### src/rtl/zbt_pkg.sv
package zbt_pkg;

   typedef enum logic {
      OP_RD = 1'b0,
      OP_WR = 1'b1
   } op_e;

   // all three selects true: two active low, one active high
   function automatic logic chip_on(input logic a_n, input logic b, input logic c_n);
      return (!a_n) && b && (!c_n);
   endfunction

endpackage

### src/rtl/zbt_cmd_ctrl.sv
module zbt_cmd_ctrl
   import zbt_pkg::*;
#(
   parameter int ADDR_W    = 10,
   parameter int NUM_BYTES = 4
) (
   input  logic                 clk,
   input  logic                 rst_n,
   input  logic                 stall,
   input  logic                 advance,
   input  logic                 wr_n,
   input  logic                 sel_a_n,
   input  logic                 sel_b,
   input  logic                 sel_c_n,
   input  logic [NUM_BYTES-1:0] lane_wr_n,
   input  logic [ADDR_W-1:0]    seq_addr,
   output logic                 do_load,
   output logic                 do_adv,
   output logic                 p_vld,
   output op_e                  p_op,
   output logic [ADDR_W-1:0]    p_addr,
   output logic [NUM_BYTES-1:0] p_lane_n
);

   logic sel;
   logic live_q;
   op_e  burst_op_q;
   op_e  new_op;

   assign sel     = chip_on(sel_a_n, sel_b, sel_c_n);
   assign new_op  = wr_n ? OP_RD : OP_WR;
   assign do_load = !stall && !advance && sel;
   assign do_adv  = !stall && advance && live_q;

   // burst state: set by a load, cleared by a deselect
   always_ff @(posedge clk or negedge rst_n) begin
      if (!rst_n) begin
         live_q     <= 1'b0;
         burst_op_q <= OP_RD;
      end else if (!stall && !advance) begin
         live_q <= sel;
         if (sel) burst_op_q <= new_op;
      end
   end

   // data-phase stage: what moves on the bus in the next cycle
   always_ff @(posedge clk or negedge rst_n) begin
      if (!rst_n) begin
         p_vld    <= 1'b0;
         p_op     <= OP_RD;
         p_addr   <= '0;
         p_lane_n <= '1;
      end else if (!stall) begin
         p_vld    <= do_load || do_adv;
         p_op     <= do_load ? new_op : burst_op_q;
         p_addr   <= seq_addr;
         p_lane_n <= lane_wr_n;
      end
   end

endmodule

### config.mk
export PLATFORM = sky130hd
export DESIGN_NAME = zbt_cmd_ctrl
export DESIGN_NICKNAME = d
export VERILOG_FILES = /design/src/rtl/zbt_pkg.sv /design/src/rtl/zbt_cmd_ctrl.sv
export SDC_FILE = /design/constraint.sdc
export NUM_CORES = 1
export LEC_CHECK = 0
export ABC_AREA = 1
export ABC_CLOCK_PERIOD_IN_PS = 900
export BUFFER_PORTS_ARGS = -buffer_cell sky130_fd_sc_hd__buf_2
export CAP_MARGIN = 15
export CORE_AREA = 2 2 46 48
export CTS_CLUSTER_SIZE = 14
export DETAILED_ROUTE_END_ITERATION = 7
export DIE_AREA = 0 0 48 50
export HOLD_SLACK_MARGIN = 0.02
export PLACE_DENSITY = 0.76
export SYNTH_ARGS = -nofsm -noshare
export SYNTH_HDL_FRONTEND = slang
export SYNTH_SLANG_ARGS = --single-unit
### constraint.sdc
create_clock -name clk -period 0.9 [get_ports clk]
set_input_delay 0.225 -clock clk [delete_from_list [all_inputs] [get_ports clk]]
set_output_delay 0.225 -clock clk [all_outputs]
set_load 0.1 [all_outputs]
Word-level counts from Yosys, hierarchy flattened
Cells that the tools add are included.
{"block": "totals", "ff_bits": 18, "in_bits": 22, "out_inout_bits": 18, "word_cells": 20}
{"block": "classes", "n_mux": 2, "reduce_logical": 12}
{"op": "1-bit logical AND", "count": 6}
{"op": "1-bit zero test", "count": 4}
{"op": "1-bit two-way mux", "count": 2}
{"op": "2-bit AND reduction", "count": 1}
{"op": "1-bit logical OR", "count": 1}

Depth between registers and ports, before layout
{"block": "depth", "ltp_word": 5, "ltp_mapped": 6}

Worst setup path before layout
No wires, ideal clock.
{"block": "synth_path", "path_kind": "input port to output port", "startpoint": "input port stall", "endpoint": "output port do_load", "arrival_ns": 1.151, "setup_slack_ns": -0.476, "cell_stages": 4, "n_path_buf": 1, "path_cell_list": "buf_6 nor2_8 nand3_4 inv_1"}
{"block": "synth_via", "elab_chain_len": 3}
{"item": "start: declaration", "line": "zbt_cmd_ctrl.sv:9", "source": "input logic stall,"}
{"item": "1-bit zero test"}
{"item": "1-bit logical AND (2 in series)", "line": "zbt_cmd_ctrl.sv:32", "source": "assign do_load = !stall && !advance && sel;"}
{"item": "end: declaration", "line": "zbt_cmd_ctrl.sv:17", "source": "output logic do_load,"}
No other way between the ends.

Final worst setup path
{"block": "layout_path", "startpoint": "register p_lane_n[3]", "endpoint": "output port p_lane_n[3]"}
{"item": "start: declaration", "line": "zbt_cmd_ctrl.sv:22", "source": "output logic [NUM_BYTES-1:0] p_lane_n"}
{"item": "start signal: assignment", "line": "zbt_cmd_ctrl.sv:57", "source": "p_lane_n <= lane_wr_n;"}
No word-level cell between the ends.

==> impl_metrics.env <==
export IMPL_cp_arrival_ps=1100
export IMPL_worstSetupStartpointType="flip-flop"
export IMPL_final_common_cell="nand2_1"
export IMPL_nets=158
export IMPL_worst_path_max_delay_cell="dfstp_4"
export IMPL_powerDensity_mw_per_mm2=1770
export IMPL_via_per_inst=4.52
export IMPL_dp_cells=152
export IMPL_regToRegSetupSlack_ps=90
export IMPL_hold_path_class="input pin to flip-flop"
export IMPL_worstMarginPinSlew_ps=395
export IMPL_critPathBufInv=1
export IMPL_seqCellArea_um2=488
export IMPL_htree_levels=1
export IMPL_yosys_warnings=0
export IMPL_postSynthCellCount=83
export IMPL_design_die_area_mm2=0.00240
export IMPL_synth_seq_cells=18
export IMPL_die_w_um=48
export IMPL_max_stage_delay_ps=640
export IMPL_status="finished, violations left"
export IMPL_setup_viol=18
export IMPL_synth_seq_area_share_pct=59.8
export IMPL_slew_viol_final=0
export IMPL_max_freq_mhz=753
export IMPL_drcViolationCount=0
export IMPL_clockBufferDepth=2
export IMPL_period_share_pct=148
export IMPL_r2r_start="p_lane_n[0]$_DFFE_PN1N_"
export IMPL_end_kind="output port"
export IMPL_ios=40
export IMPL_yosys_area_top_type_share_pct=46.0
export IMPL_yosys_area_top_type="dfrtp_1"
export IMPL_clkLatencyLatePin_ps=290
export IMPL_multiInputGateArea_um2=273
export IMPL_peakVddDrop_uv=1370
export IMPL_dp_slack_ps=-194
export IMPL_stdcell_count=162
export IMPL_drive_gt1_share_pct=58.5
export IMPL_required_ps=670
export IMPL_rsz0062_at_grt="yes"
export IMPL_violations="setup timing"
export IMPL_postRouteAntennaNets=0
export IMPL_slew_headroom_pct=73.6
export IMPL_p_leak_nw=0.723
export IMPL_clock_sinks=18
export IMPL_holdCritStartpoint="seq_addr[4]"
export IMPL_core_mm2=0.00190
export IMPL_wl_per_cell_um=13.0
export IMPL_num_antenna_cells=0
export IMPL_initial_utilization_pct=40.1
export IMPL_crit_family="flip-flops"
export IMPL_tns_ps=-4990
export IMPL_cp_startpoint="p_lane_n[3]$_DFFE_PN1N_"
export IMPL_via_count=732
export IMPL_grt_overflow=0
export IMPL_grt_pass1_wl_um=3240
export IMPL_die_h_um=50
export IMPL_path_clk_slew_ps=110
export IMPL_drt_wl_total_um=2110
export IMPL_drv_cap=0
export IMPL_cts_root_buf="clkbuf_4"
export IMPL_synth_distinct_cells=16
export IMPL_final_fill_count=122
export IMPL_grt_usage_pct=19.8
export IMPL_cts_tree="yes"
export IMPL_syn_nets=105
export IMPL_routabilityCongestion=0.779
export IMPL_portBuffers=39
export IMPL_synth_area_leaders="dfrtp_1, nand2_1, dfstp_2"
export IMPL_num_rows=16
export IMPL_setup_slack_ps=-428
export IMPL_grt_pass1_vias=730
export IMPL_cts_buffers=3
export IMPL_critPathMaxFanout=2
export IMPL_area_growth_pct=90.5
export IMPL_crit_type="flip-flop to output port"
export IMPL_layout_common_cells="nand2_1, buf_12, buf_2"
export IMPL_finalHoldViolations=0
export IMPL_syn_area_um2=762
export IMPL_worstPathCellList="buf_12"
export IMPL_grt_max_degree=19
export IMPL_period_minus_slack_ps=1330
export IMPL_firstDrtPassIters=4
export IMPL_antenna_found_initial=0
export IMPL_syn_avg_cell_area_um2=9.18
export IMPL_hpwl_um=1440
export IMPL_drt_iter0_drc=17
export IMPL_fin_skew_ps=0.511
-- synth_stat cells --
| cell | instances |
|---|---|
| buf_2 | 1 |
| buf_4 | 1 |
| dfrtp_1 | 14 |
| and2_1 | 1 |
| nand4_1 | 1 |
| nor2_8 | 1 |
| nand3_1 | 3 |
| inv_1 | 5 |
| o21ai_0 | 1 |
| dfstp_2 | 4 |
| buf_6 | 1 |
| inv_2 | 1 |
| nor2_4 | 1 |
| nand3_4 | 1 |
| nand2_1 | 46 |
| nand2_2 | 1 |
-- kinds of logic after synthesis --
family                 share of synthesized area (%)
DFF                                             59.8
buffers and inverters                           6.07
AOI/OAI and AO/OA                              0.656
and+or+nand+nor                                 33.5
-- routing by layer --
metal	vias to the layer above	global-route usage, %	wire length, um
met4	0	9.46	46
met5	-	0	0
met2	26	34.9	1230
met1	346	21.7	781
li1	354	-	-
met3	6	2.93	54
-- area by class of cell --
cell class / instances / area share (%)
clock buffer: 4 / 2.50
inverter: 6 / 2.41
multi-input combinational: 56 / 18.8
sequential: 18 / 33.6
tap: 27 / 2.33
timing repair buffer: 51 / 40.3
-- where the power goes --
part           switching [W]  leakage, nW  internal, W
combinational       0.000680        0.501     0.000391
clock               0.000249       0.0210     0.000246
sequential         0.0000785        0.201     0.000920
-- flip-flops by register name, indices dropped and copies added (netlist names) --
signal,cells
p_vld,1
p_addr,10
burst_op_q,1
p_op,1
p_lane_n,4
live_q,1
-- stage by stage --
stage	cell area [um^2]	power [W]	util (%)	hold WS, ps
6_report	1450	0.00257	76.3	119
5_1_grt	1450	0.00268	76.3	120
4_1_cts	1430	0.00257	75.1	117
3_5_place_dp	1340	0.00205	70.3	170
3_3_place_gp	1340	0.00203	70.3	162
2_1_floorplan	821	0.00161	-	-70.6
-- tightest hold or removal path, stage by stage --
cell and delay (ps):
buf_2 80, nand2_1 40, nand2_1 40
-- worst paths after layout --
kind	end	cells after the start
hold reg to reg	p_addr[2]$_DFFE_PN0N_	2
max in group asynchronous	p_lane_n[2]$_DFFE_PN1N_	2
setup reg to reg	p_lane_n[0]$_DFFE_PN1N_	2
min in group asynchronous	p_vld$_DFFE_PN0N_	2
setup / recovery	p_lane_n[3]	1
hold / removal	p_addr[4]$_DFFE_PN0N_	3
-- what timing repair did --
item	CTS	global route
setup endpoints to repair	18	18
hold buffers	1	0
setup buffers	3	2
resized for setup	7	2
endpoints found under the hold margin	14	0
pin swaps	4	4
Power figures use the tool's default switching activity.
